`src/rtl/bbc_pkg.sv`:
```
package bbc_pkg;
  localparam int STB_N   = 6;
  localparam int STB_WR  = 0;
  localparam int STB_MRQ = 1;
  localparam int STB_RD  = 2;
  localparam int STB_RFS = 3;
  localparam int STB_IOR = 4;
  localparam int STB_M1  = 5;

  typedef logic [STB_N-1:0] strb_t;
endpackage

```
`src/rtl/bbc_sync.sv`:
```
module bbc_sync #(
  parameter int WIDTH  = 8,
  parameter int STAGES = 2,
  parameter logic [WIDTH-1:0] RST_VAL = '0
) (
  input  logic             clk,
  input  logic             rst,
  input  logic [WIDTH-1:0] d,
  output logic [WIDTH-1:0] q
);
  logic [WIDTH-1:0] stage [STAGES];

  for (genvar s = 0; s < STAGES; s++) begin : g_stage
    always_ff @(posedge clk) begin
      if (rst)         stage[s] <= RST_VAL;
      else if (s == 0) stage[s] <= d;
      else             stage[s] <= stage[s-1];
    end
  end

  assign q = stage[STAGES-1];
endmodule

```
`src/rtl/bbc_match.sv`:
```
module bbc_match
  import bbc_pkg::*;
#(
  parameter int ADDR_W = 16,
  parameter int GRP_W  = 4,
  localparam int NGRP  = ADDR_W / GRP_W
) (
  input  logic [ADDR_W-1:0] addr,
  input  strb_t             strb_n,
  input  logic [ADDR_W-1:0] pattern,
  input  logic [NGRP-1:0]   grp_en,
  input  logic              qual_en,
  input  strb_t             qual_sel,
  output logic              cond
);
  logic [NGRP-1:0] grp_ok;

  for (genvar g = 0; g < NGRP; g++) begin : g_grp
    assign grp_ok[g] = !grp_en[g] ||
                       (addr[g*GRP_W +: GRP_W] == pattern[g*GRP_W +: GRP_W]);
  end

  logic addr_ok, qual_ok, armed;
  always_comb begin
    addr_ok = &grp_ok;
    qual_ok = !qual_en || ((~strb_n & qual_sel) == qual_sel);
    armed   = (|grp_en) || qual_en;
    cond    = armed && addr_ok && qual_ok;
  end
endmodule

```
`src/rtl/bbc_wait_ctl.sv`:
```
module bbc_wait_ctl
  import bbc_pkg::*;
#(
  parameter int ADDR_W = 16
) (
  input  logic              clk,
  input  logic              rst,
  input  logic              cond,
  input  logic [ADDR_W-1:0] addr,
  input  strb_t             strb_n,
  input  logic              wait_en,
  input  logic              step_pulse,
  output logic [ADDR_W-1:0] snap_addr,
  output strb_t             snap_strb,
  output logic              hit,
  output logic              wait_n
);
  logic fresh;
  assign fresh = cond && !hit;

  always_ff @(posedge clk) begin
    if (rst) begin
      hit       <= 1'b0;
      snap_addr <= '0;
      snap_strb <= '1;
    end else begin
      hit <= cond;
      if (fresh) begin
        snap_addr <= addr;
        snap_strb <= strb_n;
      end
    end
  end

  always_ff @(posedge clk) begin
    if (rst)                     wait_n <= 1'b1;
    else if (!wait_en)           wait_n <= 1'b1;
    else if (!wait_n && step_pulse) wait_n <= 1'b1;
    else if (fresh)              wait_n <= 1'b0;
  end
endmodule

```
`src/rtl/bus_break_ctrl.sv`:
```
module bus_break_ctrl
  import bbc_pkg::*;
#(
  parameter int ADDR_W      = 16,
  parameter int GRP_W       = 4,
  parameter int SYNC_STAGES = 2,
  localparam int NGRP       = ADDR_W / GRP_W,
  localparam int SYNC_W     = 2*ADDR_W + NGRP + 1 + 2*STB_N
) (
  input  logic              clk,
  input  logic              rst,
  input  logic [ADDR_W-1:0] bus_addr,
  input  logic              wr_n,
  input  logic              mreq_n,
  input  logic              rd_n,
  input  logic              rfsh_n,
  input  logic              iorq_n,
  input  logic              m1_n,
  input  logic [ADDR_W-1:0] cmp_pattern,
  input  logic [NGRP-1:0]   grp_en,
  input  logic              qual_en,
  input  logic [STB_N-1:0]  qual_sel,
  input  logic              wait_en,
  input  logic              step_pulse,
  output logic [ADDR_W-1:0] snap_addr,
  output logic [STB_N-1:0]  snap_strb,
  output logic              hit,
  output logic              wait_n
);
  strb_t strb_raw;
  assign strb_raw = {m1_n, iorq_n, rfsh_n, rd_n, mreq_n, wr_n};

  localparam logic [SYNC_W-1:0] SYNC_RST = {{ADDR_W{1'b0}}, {STB_N{1'b1}},
                                            {ADDR_W{1'b0}}, {NGRP{1'b0}},
                                            1'b0, {STB_N{1'b0}}};

  logic [ADDR_W-1:0] addr_s, pat_s;
  strb_t             strb_s, sel_s;
  logic [NGRP-1:0]   grp_en_s;
  logic              qual_en_s;
  logic              cond;

  bbc_sync #(.WIDTH(SYNC_W), .STAGES(SYNC_STAGES), .RST_VAL(SYNC_RST)) u_sync (
    .clk (clk),
    .rst (rst),
    .d   ({bus_addr, strb_raw, cmp_pattern, grp_en, qual_en, qual_sel}),
    .q   ({addr_s, strb_s, pat_s, grp_en_s, qual_en_s, sel_s})
  );

  bbc_match #(.ADDR_W(ADDR_W), .GRP_W(GRP_W)) u_match (
    .addr     (addr_s),
    .strb_n   (strb_s),
    .pattern  (pat_s),
    .grp_en   (grp_en_s),
    .qual_en  (qual_en_s),
    .qual_sel (sel_s),
    .cond     (cond)
  );

  bbc_wait_ctl #(.ADDR_W(ADDR_W)) u_wait (
    .clk        (clk),
    .rst        (rst),
    .cond       (cond),
    .addr       (addr_s),
    .strb_n     (strb_s),
    .wait_en    (wait_en),
    .step_pulse (step_pulse),
    .snap_addr  (snap_addr),
    .snap_strb  (snap_strb),
    .hit        (hit),
    .wait_n     (wait_n)
  );
endmodule

```
`config.mk`:
```
export PLATFORM = sky130hd
export DESIGN_NAME = bus_break_ctrl
export DESIGN_NICKNAME = d
export VERILOG_FILES = /design/src/rtl/bbc_pkg.sv /design/src/rtl/bbc_sync.sv /design/src/rtl/bbc_match.sv /design/src/rtl/bbc_wait_ctl.sv /design/src/rtl/bus_break_ctrl.sv
export SDC_FILE = /design/constraint.sdc
export NUM_CORES = 1
export LEC_CHECK = 0
export BUFFER_PORTS_ARGS = -buffer_cell sky130_fd_sc_hd__buf_2
export CAP_MARGIN = 20
export CORE_ASPECT_RATIO = 1.1
export CORE_MARGIN = 5
export CORE_UTILIZATION = 30
export CTS_BUF_LIST = sky130_fd_sc_hd__clkbuf_8
export CTS_CLUSTER_SIZE = 12
export DETAILED_ROUTE_END_ITERATION = 8
export GPL_ROUTABILITY_DRIVEN = 0
export PLACE_DENSITY = 0.51
export SLEW_MARGIN = 20
export SYNTH_ARGS = -nofsm -noshare
export SYNTH_HDL_FRONTEND = slang
export SYNTH_HIERARCHICAL = 1
export SYNTH_SLANG_ARGS = --single-unit
```
`constraint.sdc`:
```
create_clock -name clk -period 1.6 [get_ports clk]
set_input_delay 0.24 -clock clk [delete_from_list [all_inputs] [get_ports clk]]
set_output_delay 0.24 -clock clk [all_outputs]
set_load 0.05 [all_outputs]
```
; Yosys cells after proc, flatten, opt, wreduce, memory -nomap -nowiden
; Memories as Yosys holds them, arrays and structs flattened.
; Cells that the tools add are included.
[word_totals]
regBits = 24
ramBits = 98
mem_count = 1
out_inout_bits = 24
inputBits = 53
elab_cells = 40
[op_classes]
muxes = 5
n_reduce_logical = 20
eq_ne = 5
n_bitwise = 5
[memory_table]
columns = name, words, word_bits, read_ports, rd_clocked_by_memory_dff, wr, line_no
row1 = u_sync.stage, 2, 49, 2, 0, 2, bbc_sync.sv:11  ; logic [WIDTH-1:0] stage [STAGES];
[ops]
columns = cell, count
row1 = $mux 49, 2
row2 = $eq 4x4->1, 4
row3 = $logic_not 1->1, 7
row4 = $and 6x6->6, 1
row5 = $eq 6x6->1, 1
row6 = $logic_or 1x1->1, 6
row7 = $not 6->6, 1
row8 = $logic_and 1x1->1, 4
row9 = $reduce_and 4->1, 1
row10 = $reduce_or 4->1, 1
row11 = $mux 1, 3
row12 = $reduce_or 3->1, 1
row13 = $or 1x1->1, 2
row14 = $not 1->1, 1

; Longest topological paths before layout
; Gate-level depths: netlist of run 1.
[depth]
word_depth = 6
mapped_depth = 8
mapped_depth_nobuf = 7

; Cells and area by module
; Netlist of run 1, hierarchy kept.
[by_module_without_submodules]
columns = mod, cells_each, n_inst, area_per_inst_um2, seq_area_each_um2
row1 = bbc_sync, 206, 1, 2643.8, 1961.9
row2 = bbc_wait_ctl, 102, 1, 837.1, 480.5
row3 = bbc_match, 28, 1, 237.7, 0.0

; Worst setup path after synthesis of run 1
; OpenSTA, ideal clock, no wires.
[synth_path]
path_kind = register to register
startpoint = memory u_sync/stage[1][27] in the netlist's numbering
endpoint = register u_wait.wait_n
path_buffers = 0
arrival_time_ns = 1.600
stages_incl_launch_ff = 8
period_less_slack_ns = 1.727
setup_ns = 0.127
required_ns = 1.473
slack_ns = -0.127
cell_sequence = dfxtp_1 > a22oi_1 > nand3_1 > a222oi_1 > and3_1 > and2b_2 > a21oi_1 > or3b_1
[synth_lines]
columns = item, line_no
row1 = "start, declared", bbc_sync.sv:11
row2 = "end signal, assigned", bbc_wait_ctl.sv:36  ; if (rst) wait_n <= 1'b1;
row3 = "end signal, assigned", bbc_wait_ctl.sv:37  ; else if (!wait_en) wait_n <= 1'b1;
row4 = "end signal, assigned", bbc_wait_ctl.sv:38  ; else if (!wait_n && step_pulse) wait_n <= 1'b1;
row5 = "end, declared", bbc_wait_ctl.sv:16  ; output logic wait_n

==> results by stage, run 1 <==
Run status:
- The checks that failed: negative setup slack.
- The flow ran to the end, but the final reports show violations.

STA:
- The final number of setup-violating endpoints is 23.
- The worst-margin pin slew is 0.398 ns.
- Measured against its own limit, the worst slew margin works out to 73.4%.
- The count of endpoints failing hold in the final timing report was 0.
- The shortest clock period the worst path allows after layout is 1.89 ns.
- Once routing completed, OpenROAD measured the worst setup slack at -0.294 ns.
- The largest clock skew in the final design is 0.00843 ns.
- Setup repair after global routing could not meet its margin everywhere.
- The ratio of final minimum period to clock period is 118%.
- Timing would allow up to 528 MHz.
- The max-slew violation total from the final report is 0.

Drt:
- The DRC marker count from the first detailed-route iteration is 115.
- The number of nets with antenna violations after routing is 0.
- The number of vias in the routed layout is 2391.
- The final layout contains routed wiring with a total length of 6990 um.
- The first detailed-routing pass took 4 iterations.
- In the routed design, unresolved DRC markers number 0.
- In the final routed layout, each cell accounts on average for 11.4 um.
- The via density per instance is 3.91.

Power and ir drop:
- In this run the power density over the cells is roughly 1400 nW/um^2.
- The peak supply drop is about 0.00055 V.
- In this run the static leakage power is 2.10 nW.

Synth:
- After synthesis the cells add up to 3720 um^2.
- For this run, the register share of the synthesized area comes to between 60 and 70%.
- Synthesis produced a netlist whose cell count is 336.
- The number of unique standard cell types used by synthesis is 24.
- During synthesis, Yosys emitted a total of 6 warnings.
- The share of the synthesized area in the top cell type is 65.7%.
- The count of flip-flops with a built-in enable after synthesis is 0.
- The most used standard cell by instance count after synthesis is sky130_fd_sc_hd__dfxtp_1.
- Of all cell types, the one taking the most synthesized area is sky130_fd_sc_hd__dfxtp_1.
- In the post-synthesis netlist, the biggest area contributors are sky130_fd_sc_hd__dfxtp_1 (66%), sky130_fd_sc_hd__nor2b_1 (15%), sky130_fd_sc_hd__nand2_1 (4.4%), sky130_fd_sc_hd__xnor2_1 (2.8%), sky130_fd_sc_hd__a21oi_1 (2.3%).
- The synthesized-area fraction occupied by adder cells is 0%.
- The mux contribution to synthesized area is 0.269%.
- The synthesized design contains 122 register bits.
- The xor and xnor area share after synthesis is under 10%.
- Of the total synthesized cell area, the portion taken by AND, OR, NAND and NOR gates is 24.0%.
- The commonest cells after synthesis are sky130_fd_sc_hd__dfxtp_1 (122), sky130_fd_sc_hd__nor2b_1 (87), sky130_fd_sc_hd__nand2_1 (44), sky130_fd_sc_hd__a21oi_1 (17).
- The most used flip-flop cell after synthesis is sky130_fd_sc_hd__dfxtp_1.
- The synthesized-area fraction occupied by ao, oa, aoi and oai cells is 3.67%.
- The synthesized net count is 389.
- By area, the combinational part of the netlist is dominated by simple AND/OR/NAND/NOR gates.
- Averaged over all synthesized cells, the footprint is 11.1 um^2.
- Counting flops with an async set or reset pin after synthesis yields a share of 0%.

Critical path:
- STA classifies the critical path endpoint as a flip-flop.
- Traced cell by cell, the critical path runs through a22oi_2, nand3_2, a222oi_1, and3_1, and2b_2, a21oi_1, or3b_1.
- On the worst path, the slowest cell contributes a delay of 0.34 ns.
- The type of the worst setup path is flip-flop to flip-flop.
- The largest fanout on the critical path is 3.
- For the worst setup path, the data required time is between 1.5 and 2 ns.
- The startpoint of the most critical setup path is u_sync/stage[1][1]$_SDFF_PP0_.
- The reg-to-reg startpoint is u_sync/stage[1][1]$_SDFF_PP0_.
- STA classifies the critical path startpoint as a flip-flop.
- The slowest stage cell on the critical path is sky130_fd_sc_hd__a222oi_1.
- The register-to-register path setup slack is -0.29 ns.
- In this run the worst setup path terminates at u_wait/wait_n$_SDFFE_PP1P_.
- The reg-to-reg critical path endpoint is u_wait/wait_n$_SDFFE_PP1P_.
- The arrival time at the worst endpoint is 2.20 ns.
- The depth of the worst register-to-register path is 7.

Placement:
- Timing analysis after detailed placement gives a worst setup slack of -0.267 ns.
- The number of placed instances with taps included is about 570.
- Port buffering added 76 buffers.
- Summed over all nets, the half-perimeter wirelength after detailed placement is 5040 um.
- Summing all placed instances gives a cell area of approximately 4300 um^2.

Clocking:
- The longest clock path from root to sink contains 2 buffers.
- In this run the clock root is driven by a sky130_fd_sc_hd__clkbuf_8.
- The count of clock tree sinks is 122.
- The insertion delay to the later sink of the worst-skew pair is 0.42 ns.
- The register clock-pin slew on the reported worst setup and hold paths is 0.07 ns.
- The TritonCTS clock tree is done.
- TritonCTS created 17 clock buffers.
- The level count of the clock H-tree is 4.

Cells and area:
- The multi-input combinational cell area is 1230 um^2.
- The filler cell count is 1192.
- The number of nets in the layout is roughly 500.
- The number of antenna diodes in the final layout is 0.
- Relative to the synthesized area, the layout overhead comes to 35.0%.
- Once layout is complete, the cells apart from fillers number roughly 610.
- Summing all non-filler instances in the final layout gives an area of between 5000 and 6000 um^2.
- Of the cells placed in the final design, the portion with a size suffix greater than 1 is 31.2%.
- The sequential cells in the finished layout cover a total of between 2000 and 2500 um^2.

Global routing:
- The first global-routing pass estimated 11400 um of wire.
- The aggregate global routing overflow is 0.
- The number of antenna violations at the first check in global routing is 0.
- The largest net degree at the start of global routing is 46.
- The number of global-route vias before repair is approximately 2400.
- Across every metal layer, demand over resource in global routing totals 10.2%.

Die:
- The I/O pin total is 77.
- The vertical die dimension is 127 um.
- In this run the core area contains 42 standard-cell rows.
- The core region is 12100 um^2.
- The initial core utilization is 30.8%.
- The horizontal die dimension is 116 um.
- The floorplan die area is 14700 um^2.

Min path:
- The tightest min-delay check is of the input port to flip-flop type.
- The hold-critical path depth is 2.

Job:
- The total of max-cap violations is 0.
==> metal layers <==
metal / wire length, um / GRT usage [%] / vias up
li1: - / - / 1272
met1: 3220 / 12.7 / 1045
met2: 3240 / 14.9 / 61
met3: 381 / 4.53 / 13
met4: 159 / 5.32 / 0
met5: 0 / 0 / -
==> through the flow <==
| step | power, W | TNS [ns] | hold slack (ns) | util (%) |
|---|---|---|---|---|
| finish | 0.00698 | -5.48 | 0.0263 | 41.5 |
| global route | 0.00732 | -8.29 | 0.0240 | 41.5 |
| global placement | 0.00388 | -4.99 | 0.394 | 35.9 |
| floorplan | 0.00369 | -0.108 | 0.312 | - |
| CTS | 0.00705 | -5.19 | 0.00165 | 40.9 |
| detailed placement | 0.00389 | -4.77 | 0.390 | 35.9 |
==> report_power, final <==
group | leakage [nW] | switching, W | internal (W)
sequential | 1.01 | 0.0000585 | 0.00319
clock | 0.232 | 0.00113 | 0.00197
combinational | 0.866 | 0.000351 | 0.000285
total | 2.10 | 0.00154 | 0.00544
==> cell type report <==
class | instances | share of cell area [%]
multi-input cells | 198 | 24.5
well taps | 154 | 3.84
clock buffers | 20 | 5.48
flip-flops and latches | 122 | 48.7
clock inverters | 12 | 3.89
repair buffers | 106 | 13.6
==> state kept, by name (all words and copies together) (netlist names) <==
name and cells:
u_wait/snap_addr 16, u_wait/wait_n 1, u_wait/snap_strb 6, u_sync/stage 98, u_wait/hit 1
==> cell families after synthesis <==
family / count (synthesis)
AND/OR/NAND/NOR: 159
flip-flops: 122
AO/OA/AOI/OAI: 22
XOR/XNOR: 16
buffers and inverters: 16
multiplexers: 1
==> how the worst min path moves through the flow <==
stage / startpoint / end
after floorplan: rst / u_wait/hit$_SDFF_PP0_
after global placement: u_sync/stage[0][28]$_SDFF_PP1_ / u_sync/stage[1][28]$_SDFF_PP1_
after detailed placement: u_sync/stage[0][29]$_SDFF_PP1_ / u_sync/stage[1][29]$_SDFF_PP1_
after CTS: cmp_pattern[5] / u_sync/stage[0][16]$_SDFF_PP0_
after global routing: bus_addr[9] / u_sync/stage[0][42]$_SDFF_PP0_
final: qual_sel[5] / u_sync/stage[0][5]$_SDFF_PP0_
==> worst max-delay path, delay by kind of cell, from the launching register on <==
kind            cells  cell delay [ns]
flops               1             0.31
simple gates        4             0.87
compound gates      3             0.60
==> cell usage in the layout, fill, tap and decap left out, types with 2 or more instances in the layout <==
master / instances
sky130_fd_sc_hd__a21oi_1: 10
sky130_fd_sc_hd__a21oi_2: 7
sky130_fd_sc_hd__a22oi_2: 3
sky130_fd_sc_hd__buf_12: 2
sky130_fd_sc_hd__buf_2: 75
sky130_fd_sc_hd__buf_4: 16
sky130_fd_sc_hd__bufinv_16: 5
sky130_fd_sc_hd__clkbuf_8: 20
sky130_fd_sc_hd__clkinv_2: 2
sky130_fd_sc_hd__clkinvlp_4: 3
sky130_fd_sc_hd__dfxtp_1: 120
sky130_fd_sc_hd__dfxtp_2: 2
sky130_fd_sc_hd__dlygate4sd3_1: 11
sky130_fd_sc_hd__nand2_1: 42
sky130_fd_sc_hd__nand2_2: 2
sky130_fd_sc_hd__nand3b_1: 6
sky130_fd_sc_hd__nand4_1: 3
sky130_fd_sc_hd__nor2b_1: 87
sky130_fd_sc_hd__or2_1: 12
sky130_fd_sc_hd__xnor2_1: 12
sky130_fd_sc_hd__xor2_1: 4
==> what timing repair did <==
action / CTS / global route
gates cloned: 0 / 1
hold buffers: 11 / 0
buffers inserted: 1 / 0
pin swaps: 0 / 4
hold endpoints to repair: 11 / 0
resized for setup: 3 / 15
setup endpoints to repair: 23 / 23
(Power assumes the default switching activity.)
==> run 2, diff against run 1 <==
--- a/config.mk
+++ b/config.mk
@@ -5,6 +5,7 @@
 export SDC_FILE = /design/constraint.sdc
 export NUM_CORES = 1
 export LEC_CHECK = 0
+export ABC_AREA = 1
 export BUFFER_PORTS_ARGS = -buffer_cell sky130_fd_sc_hd__buf_2
 export CAP_MARGIN = 20
 export CORE_ASPECT_RATIO = 1.1
@@ -14,7 +15,7 @@
 export CTS_CLUSTER_SIZE = 12
 export DETAILED_ROUTE_END_ITERATION = 8
 export GPL_ROUTABILITY_DRIVEN = 0
-export PLACE_DENSITY = 0.51
+export PLACE_DENSITY = 0.5
 export SLEW_MARGIN = 20
 export SYNTH_ARGS = -nofsm -noshare
 export SYNTH_HDL_FRONTEND = slang
==> run 2 against run 1 <==
  * The run still ends with negative setup slack left
  * Clock power shrank 13%
  * Area after synthesis grew 14%
  * Sequential share of layout area shrank 3.7 points
  * Hold slack gained 0.0059 ns
  * Cell area grew 8.6%
  * Sequential cell count is the same
  * Utilization shrank 2.2 points
  * Setup slack gained 0.26 ns
  * Via count grew 31%
  * Register-to-register slack gained 0.26 ns
  * Non-clock buffer count shrank 10
  * Critical path depth grew 8
  * Largest cell class unchanged
==> results by stage, run 2 <==
Run status:
- The run finished, with violations left.
- The final reports fail on negative setup slack.

Synth:
- The mux contribution to synthesized area is 0%.
- After Yosys synthesis, and, or, nand and nor cells account for between 20% and 30% of the synthesized area.
- Summed over all instances, the cell type with the most area after synthesis is sky130_fd_sc_hd__dfxtp_1.
- The xor and xnor area share after synthesis is 0.826%.
- The share of the synthesized area in the top cell type is 57.6%.
- By area, the combinational part of the netlist is dominated by simple AND/OR/NAND/NOR gates.
- Counting every net in the synthesized netlist gives 597.
- The synthesized netlist devotes less than 1% of its cell area to compound gates.
- The commonest cells after synthesis are sky130_fd_sc_hd__inv_1 (144), sky130_fd_sc_hd__dfxtp_1 (122), sky130_fd_sc_hd__nor2_1 (121), sky130_fd_sc_hd__nand2_1 (90), sky130_fd_sc_hd__nand3_1 (28).
- Synthesis produced approximately 540 cells.
- The total of flip-flops plus latches after synthesis is 122.
- The count of yosys warnings during synthesis is 6.
- The proportion of synthesized flip-flops having asynchronous set or reset is 0%.
- The number of unique standard cell types used by synthesis is 18.
- Yosys attributes the largest share of cell area to sky130_fd_sc_hd__dfxtp_1 (58%), sky130_fd_sc_hd__inv_1 (13%), sky130_fd_sc_hd__nor2_1 (11%), sky130_fd_sc_hd__nand2_1 (8.0%), sky130_fd_sc_hd__nand3_1 (3.3%).
- The post-synthesis instance area is 4240 um^2.
- The post-synthesis average cell area is 7.80 um^2.
- The synthesized design contains 0 enable-type register cells.
- The most used standard cell by instance count after synthesis is sky130_fd_sc_hd__inv_1.
- The dominant synthesized flop cell is sky130_fd_sc_hd__dfxtp_1.
- The share of the yosys chip area belonging to registers is between 50% and 60%.
- Of the total synthesized cell area, the portion taken by full adders, half adders and majority gates is 0%.

Power and ir drop:
- The analysis attributes to cell leakage a power of 2.78 nW.
- The power per standard cell area is 1300 nW/um^2.
- The peak supply drop is 0.000440 V.

Placement:
- During placement, the flow inserted port buffers numbering 76.
- The detailed placement HPWL is ~5900 um.

Job:
- Max-cap violations in this run came to 0.

Die:
- During I/O placement, the number of pins put on the boundary was 77.
- Once the floorplan was initialized, standard cells occupied 30.6% of the core.
- The region available for standard cell placement spans 13900 um^2.
- The die covers 16600 um^2.
- In this run the core area contains 45 standard-cell rows.
- The vertical die dimension is about 130 um.
- The die is 123 um wide.

Cells and area:
- The most common library cell in the layout ignoring fill and taps is sky130_fd_sc_hd__inv_1.
- In the layout the commonest cells are sky130_fd_sc_hd__inv_1 (141), sky130_fd_sc_hd__dfxtp_1 (112), sky130_fd_sc_hd__nor2_1 (110).
- The largest registers in the layout are u_sync/stage (98), u_wait/snap_addr (16), u_wait/snap_strb (6).
- The register with the most flip-flops in the layout has between 90 and 100 of them.
- The share of layout cells above drive strength 1 is approximately a quarter.
- The number of nets in the layout is 694.
- The area added between synthesis and finish is 28.4%.
- 0 antenna diodes ended up in the layout.
- Ranked by flip-flop count, first place goes to u_sync/stage.
- Cells fill 39.3% of the core in the end.

Drt:
- The average routed wire per standard cell is between 9 and 10 um.
- The first-pass iteration count of the detailed router is 4.
- The total length of routed wires is just over 8000 um.
- The remaining design rule violation count is 0.
- The number of nets with antenna violations after routing is 0.
- The DRC marker count from the first detailed-route iteration is 93.
- In the routed layout, each cell is associated on average with a via count of roughly 3.7.
- The number of vias in the routed layout is 3140.

STA:
- The largest clock skew in the final design is 0.0122 ns.
- Setup slack on the critical path of the routed design comes to -0.0295 ns.
- The max-slew violation total from the final report is 0.
- The final critical path takes up 102% of the cycle.
- The tightest slew margin relative to the limit is 55.7%.
- The final number of setup-violating endpoints is 11.
- The count of endpoints failing hold in the final timing report is 0.
- The smallest clock period supported by the final layout is computed as 1.63 ns.
- For the final routed database, the setup TNS stands at -0.212 ns.
- Based on the critical path, the design can be clocked at up to 614 MHz.
- The worst-margin pin slew is 0.664 ns.
- Setup repair after global routing could not meet its margin everywhere.

Clocking:
- The tree built by TritonCTS fans out to 122 sinks.
- The register clock-pin slew on the reported worst setup and hold paths is 0.07 ns.
- The cell sitting at the root of the clock tree is a sky130_fd_sc_hd__clkbuf_8.
- The level count of the clock H-tree is 4.
- The number of buffers on the longest clock path is 2.
- For the worst-skew pair, the clock arrives at the later sink with an insertion delay of between 0.4 and 0.5 ns.
- The TritonCTS clock tree is done.
- The TritonCTS buffer count is 17.

Critical path:
- In this run the worst path has a maximum fanout of 8.
- The worst setup path is captured at a flip-flop.
- The worst path required time is 1.95 ns.
- The type of the worst setup path is flip-flop to flip-flop.
- For the worst setup path, the data arrival time is 1.98 ns.
- The register-to-register path setup slack is -0.03 ns.
- The worst setup path is launched from a flip-flop.

Global routing:
- The aggregate global routing overflow is 0.
- The number of antenna violations at the first check in global routing is 0.
- The largest net degree at the start of global routing is 56.
- The number of global-route vias before repair was ~3100.
- In the global route stage, overall resource usage came out at 10.4%.
- The global-route wire length before repair is about 14000 um.

Min path:
- The path class of the tightest hold or removal check is input port to flip-flop.
## run 2: layout make-up
cell class,count,area (um^2)
fillers,1504,8400
multi-input cells,259,1200
clock inverters,11,128
inverters,145,544
well taps,188,235
clock buffers,20,275
repair buffers,96,608
flip-flops and latches,122,2450
## run 2: critical path, cell delays in order, from the launching register on
cell and delay (ns):
sky130_fd_sc_hd__dfxtp_1 0.36, sky130_fd_sc_hd__inv_1 0.05, sky130_fd_sc_hd__nand2_1 0.05, sky130_fd_sc_hd__nand2_1 0.05, sky130_fd_sc_hd__nor2_1 0.09, sky130_fd_sc_hd__nand2_1 0.08, sky130_fd_sc_hd__nand2_1 0.06, sky130_fd_sc_hd__nand2_1 0.05
sky130_fd_sc_hd__inv_1 0.06, sky130_fd_sc_hd__nand2_2 0.06, sky130_fd_sc_hd__nor2_4 0.14, sky130_fd_sc_hd__inv_2 0.07, sky130_fd_sc_hd__nor2_4 0.15, sky130_fd_sc_hd__clkbuf_16 0.19, sky130_fd_sc_hd__nor2_1 0.04, sky130_fd_sc_hd__nor2_1 0.09
## run 2: layer usage
metal  GRT usage [%]  up-vias  wire length (um)
met2            15.9       60              3750
met5               0        -                 0
met1            12.8     1355              3820
met4            4.80        0                99
li1                -     1720                 -
met3            4.02        5               418
## run 2: kinds of logic after synthesis
kind of cell | Yosys count
flops | 122
compound gates | 2
xor+xnor | 4
buf+inv | 163
simple gates | 253
## run 2: power by group
group	internal, W	total, W	leakage [nW]	switching [W]
Sequential	0.00323	0.00333	1.01	0.0000982
Combinational	0.000368	0.00103	1.55	0.000666
Clock	0.00163	0.00270	0.220	0.00108
Total	0.00523	0.00707	2.78	0.00184
## run 2: through the flow
stage / instances / hold WS [ns] / cell area [um^2] / power [W] / setup WS, ns
after floorplan: 544 / 0.312 / 4240 / 0.00406 / 0.103
after global placement: 796 / 0.393 / 4790 / 0.00430 / -0.0153
after detailed placement: 796 / 0.392 / 4790 / 0.00432 / -0.0355
after CTS: 837 / 0.000761 / 5320 / 0.00708 / -0.00920
after global routing: 841 / 0.00413 / 5450 / 0.00746 / -0.159
final: 841 / 0.0322 / 5450 / 0.00707 / -0.0295
## run 2: timing repair
action | 4_1_cts | 5_1_grt
gates cloned | 0 | 1
pin swaps | 1 | 10
buffers inserted | 0 | 3
endpoints found under the hold margin | 10 | 0
hold buffers | 10 | 0
resized for setup | 6 | 38
endpoints found under the setup margin | 22 | 23
## run 2: worst paths after layout
kind	cells past startpoint	start	end
setup reg to reg	15	u_sync/stage[1][47]$_SDFF_PP0_	u_wait/snap_addr[10]$_SDFFE_PP0P_
hold reg to reg	2	u_sync/stage[0][45]$_SDFF_PP0_	u_sync/stage[1][45]$_SDFF_PP0_
hold / removal	3	bus_addr[1]	u_sync/stage[0][34]$_SDFF_PP0_
setup / recovery	15	u_sync/stage[1][47]$_SDFF_PP0_	u_wait/snap_addr[10]$_SDFFE_PP0P_
==> run 3, diff against run 2 <==
--- a/config.mk
+++ b/config.mk
@@ -15,9 +15,10 @@
 export CTS_CLUSTER_SIZE = 12
 export DETAILED_ROUTE_END_ITERATION = 8
 export GPL_ROUTABILITY_DRIVEN = 0
+export HOLD_SLACK_MARGIN = 0.02
 export PLACE_DENSITY = 0.5
 export SLEW_MARGIN = 20
 export SYNTH_ARGS = -nofsm -noshare
 export SYNTH_HDL_FRONTEND = slang
-export SYNTH_HIERARCHICAL = 1
 export SYNTH_SLANG_ARGS = --single-unit
+export TNS_END_PERCENT = 5
==> run 3 against run 2 <==
  * The run still ends with negative setup slack left
  * Largest power group unchanged
  * Utilization grew 3.9 points
  * First-iteration DRC count grew 23%
  * Final cell count grew 2.5%
  * Critical endpoint is now u_wait.snap_strb[2]$_SDFFE_PP1P_
  * Area after synthesis shrank 3.3%
  * Fmax grew 0.92%
  * Total power grew 3.7%
  * Hold slack gained 0.021 ns
==> results by stage, run 3 <==
Critical path:
- The type of the worst setup path is flip-flop to flip-flop.
- The largest fanout on the critical path is 7.
- STA classifies the critical path endpoint as a flip-flop.
- The worst register-to-register path has a depth of 13.
- The most critical setup path has its endpoint at u_wait.snap_strb[2]$_SDFFE_PP1P_.
- Data arrives at the worst endpoint at 1.97 ns.
- The most critical setup path has its startpoint at u_sync.stage[1][18]$_SDFF_PP0_.
- The reg-to-reg startpoint is u_sync.stage[1][18]$_SDFF_PP0_.
- Across all register-to-register paths, the minimum setup slack is -0.01 ns.
- The worst path required time is 1.96 ns.
- The reg-to-reg critical path endpoint is u_wait.snap_strb[2]$_SDFFE_PP1P_.
- The critical path startpoint category is a flip-flop.

Clocking:
- The number of buffers on the longest clock path is 2.
- The TritonCTS clock tree is done.
- The H-tree generated during clock tree synthesis spans 4 levels.
- The TritonCTS buffer count is 17.
- The register clock-pin slew on the reported worst setup and hold paths is 0.07 ns.
- The insertion delay to the later sink of the worst-skew pair is 0.42 ns.
- The count of clock tree sinks is roughly 120.
- The root buffer cell is sky130_fd_sc_hd__clkbuf_8.

Drt:
- After detailed routing, the average wire length per cell comes to 9.98 um.
- The via density per instance is 3.86.
- The number of vias in the routed layout is 3325.
- The DRC marker count from the first detailed-route iteration is 114.
- Wires add up to 8600 um.
- In this run the remaining antenna-violating nets after routing total 0.
- In the routed design, unresolved DRC markers number 0.
- The first-pass iteration count of the detailed router is 4.

Placement:
- The detailed placement HPWL is 5720 um.
- In this run, placement finished with an instance count of between 700 and 800.
- During placement, the flow inserted port buffers numbering 76.

STA:
- Across the routed clock network, the largest skew measured is 0.0110 ns.
- Across all setup checks in the final design, the least slack found is -0.0146 ns.
- For this run, the top clock speed supported by timing is 619 MHz.
- The ratio of final minimum period to clock period is 101%.
- The max-slew violation total from the final report is 0.
- The final number of setup-violating endpoints is 3.
- The worst pin sits at a relative slew slack of between 70% and 80%.
- At the pin with the least slew margin, the transition time is 0.337 ns.
- Setup repair after global routing could not meet its margin everywhere.
- The count of endpoints failing hold in the final timing report is 0.
- The shortest clock period the worst path allows after layout is 1.61 ns.

Die:
- The I/O pin total is 77.
- In this run the core area contains 44 standard-cell rows.
- The core footprint is 13300 um^2.
- The floorplan step defined a die boundary enclosing approximately 16000 um^2.
- The initial core utilization is 30.8%.
- The die is 133 um tall.
- Measured along the x axis, the die boundary spans between 100 and 150 um.

Cells and area:
- The core occupancy in the finished layout is approximately 43%.
- Leaving out filler cells and counting taps, the final layout contains 862.
- In the layout the commonest cells are sky130_fd_sc_hd__inv_1 (119), sky130_fd_sc_hd__nor2_1 (110), sky130_fd_sc_hd__dfxtp_1 (108).
- Cells with a size suffix above 1 make up 23.6% of the layout.
- The largest registers in the layout are u_sync.stage (98), u_wait.snap_addr (16), u_wait.snap_strb (6).
- The area added between synthesis and finish is 40.4%.
- Leaving out fill and tap cells, the most frequent cell in the layout is sky130_fd_sc_hd__inv_1.
- The register with the most flip-flops in the layout has 98 of them.
- The final layout contains 719 nets.
- Fill cells in the final layout number 1410.
- The register with the most flip-flops is u_sync.stage.
- The antenna diode count is 0.

Synth:
- The most used standard cell by instance count after synthesis is sky130_fd_sc_hd__dfxtp_1.
- The total of flip-flops plus latches after synthesis is around 120.
- During synthesis, Yosys emitted a total of 0 warnings.
- For this run, the register share of the synthesized area comes to between 50% and 60%.
- By count the netlist is led by sky130_fd_sc_hd__dfxtp_1 (122), sky130_fd_sc_hd__inv_1 (121), sky130_fd_sc_hd__nor2_1 (112), sky130_fd_sc_hd__nand2_1 (91), sky130_fd_sc_hd__nand3_1 (30).
- Counting flops with an async set or reset pin after synthesis yields a share of 0%.
- The largest total area in the synthesized netlist belongs to sky130_fd_sc_hd__dfxtp_1.
- The share of the synthesized area in the top cell type is 59.5%.
- Synthesis handed over a netlist of around 530 instances.
- The post-synthesis instance area is 4100 um^2.
- After synthesis, the cell types taking the most area are sky130_fd_sc_hd__dfxtp_1 (60%), sky130_fd_sc_hd__inv_1 (11%), sky130_fd_sc_hd__nor2_1 (10%), sky130_fd_sc_hd__nand2_1 (8.3%), sky130_fd_sc_hd__nand3_1 (3.7%).
- The dominant synthesized flop cell is sky130_fd_sc_hd__dfxtp_1.
- The post-synthesis average cell area is 7.71 um^2.
- The synthesized net count is 585.
- The count of flip-flops with a built-in enable after synthesis is 0.
- Counting distinct cell types in the post-synthesis netlist gives 16.

Global routing:
- The global-route wire length before repair is 14100 um.
- The aggregate global routing overflow is 0.
- The number of global-route vias before repair is 3197.
- Entering global routing, the biggest net connects 83 pins.
- The number of antenna violations at the first check in global routing is 0.
- In the global route stage, overall resource usage came out at 11.1%.

Power and ir drop:
- The peak supply drop is 0.000480 V.
- The standby leakage power is about 2.9 nW.
- Dividing total power by cell area gives a power density of 1270 nW/um^2.

Job:
- Max-cap violations in this run came to 0.

Min path:
- The min-delay analysis places its worst path in the category input port to flip-flop.

Run status:
- The final reports fail on negative setup slack.
- The flow ran to the end, but the final reports show violations.
[run 3: cell types whose count changed after synthesis, moves of 2 or more]
cell / before / now
sky130_fd_sc_hd__nor3_1: 0 / 2
sky130_fd_sc_hd__nand3_1: 28 / 30
sky130_fd_sc_hd__buf_6: 5 / 2
sky130_fd_sc_hd__nor2_1: 121 / 112
sky130_fd_sc_hd__or2_2: 0 / 12
sky130_fd_sc_hd__nor2_4: 11 / 0
sky130_fd_sc_hd__clkbuf_1: 1 / 15
sky130_fd_sc_hd__a21oi_1: 2 / 17
sky130_fd_sc_hd__buf_2: 9 / 3
sky130_fd_sc_hd__inv_1: 144 / 121
sky130_fd_sc_hd__xnor2_1: 4 / 0
[run 3: worst min path at each step]
stage,startpoint,depth (start not counted),to
global placement,u_sync.stage[0][17]$_SDFF_PP0_,2,u_sync.stage[1][17]$_SDFF_PP0_
detailed placement,u_sync.stage[0][2]$_SDFF_PP0_,2,u_sync.stage[1][2]$_SDFF_PP0_
floorplan,wait_en,1,u_wait.wait_n$_SDFFE_PP1P_
CTS,grp_en[1],3,u_sync.stage[0][8]$_SDFF_PP0_
global route,cmp_pattern[6],3,u_sync.stage[0][17]$_SDFF_PP0_
finish,cmp_pattern[6],3,u_sync.stage[0][17]$_SDFF_PP0_
[run 3: kinds of logic after synthesis]
family                 share of synthesized area, %
AOI/OAI and AO/OA                              2.07
buffers and inverters                          13.5
DFF                                            59.5
and+or+nand+nor                                24.9
[run 3: area by class of cell]
class,instances,area [um^2],area share (%)
multi-input cells,267,1150,20.0
well taps,184,230,4.00
flip-flops and latches,122,2460,42.7
repair buffers,136,1030,17.9
clock buffers,20,275,4.78
inverters,122,458,7.95
clock inverters,11,154,2.67
[run 3: per-layer routing]
metal / wire [um] / GRT usage, % / vias up
met1: 3880 / 12.5 / 1453
met2: 4070 / 18.4 / 72
met3: 481 / 4.70 / 12
met5: 0 / 0 / -
met4: 170 / 4.67 / 0
li1: - / - / 1788
[run 3: what timing repair did]
item,CTS,global route
hold endpoints to repair,45,1
endpoints found under the setup margin,7,23
setup buffers,0,4
gates cloned,0,2
pin swaps,1,8
gates resized for setup,3,28
hold buffers,46,1
[run 3: report_power, final]
| part | switching [W] | internal (W) | leakage [nW] |
|---|---|---|---|
| Clock | 0.00111 | 0.00179 | 0.234 |
| Sequential | 0.0000895 | 0.00323 | 1.01 |
| Combinational | 0.000672 | 0.000441 | 1.64 |
| Total | 0.00187 | 0.00547 | 2.88 |
[run 3: stage by stage]
stage | hold slack [ns] | instance area (um^2) | power (W) | setup TNS (ns) | setup WS, ns
after floorplan | 0.324 | 4100 | 0.00404 | 0 | 0.127
after global placement | 0.391 | 4710 | 0.00431 | -0.212 | -0.0354
after detailed placement | 0.394 | 4710 | 0.00433 | -0.243 | -0.0411
after CTS | 0.0210 | 5610 | 0.00735 | 0 | 0.0138
after global routing | 0.0223 | 5760 | 0.00770 | -1.94 | -0.117
final | 0.0534 | 5760 | 0.00734 | -0.0224 | -0.0146
[run 3: critical path, stage by stage (launching register included)]
cell                      delay [ns]
sky130_fd_sc_hd__dfxtp_2        0.33
sky130_fd_sc_hd__inv_1          0.04
sky130_fd_sc_hd__nand2_1        0.05
sky130_fd_sc_hd__nand2_1        0.07
sky130_fd_sc_hd__nor2_2         0.15
sky130_fd_sc_hd__nand2_1        0.07
sky130_fd_sc_hd__nand2_1        0.09
sky130_fd_sc_hd__nand3_2        0.12
sky130_fd_sc_hd__nor2_4         0.12
sky130_fd_sc_hd__buf_12         0.14
sky130_fd_sc_hd__buf_12         0.13
sky130_fd_sc_hd__buf_4          0.11
sky130_fd_sc_hd__nand3_1        0.06
sky130_fd_sc_hd__nand3_1        0.08
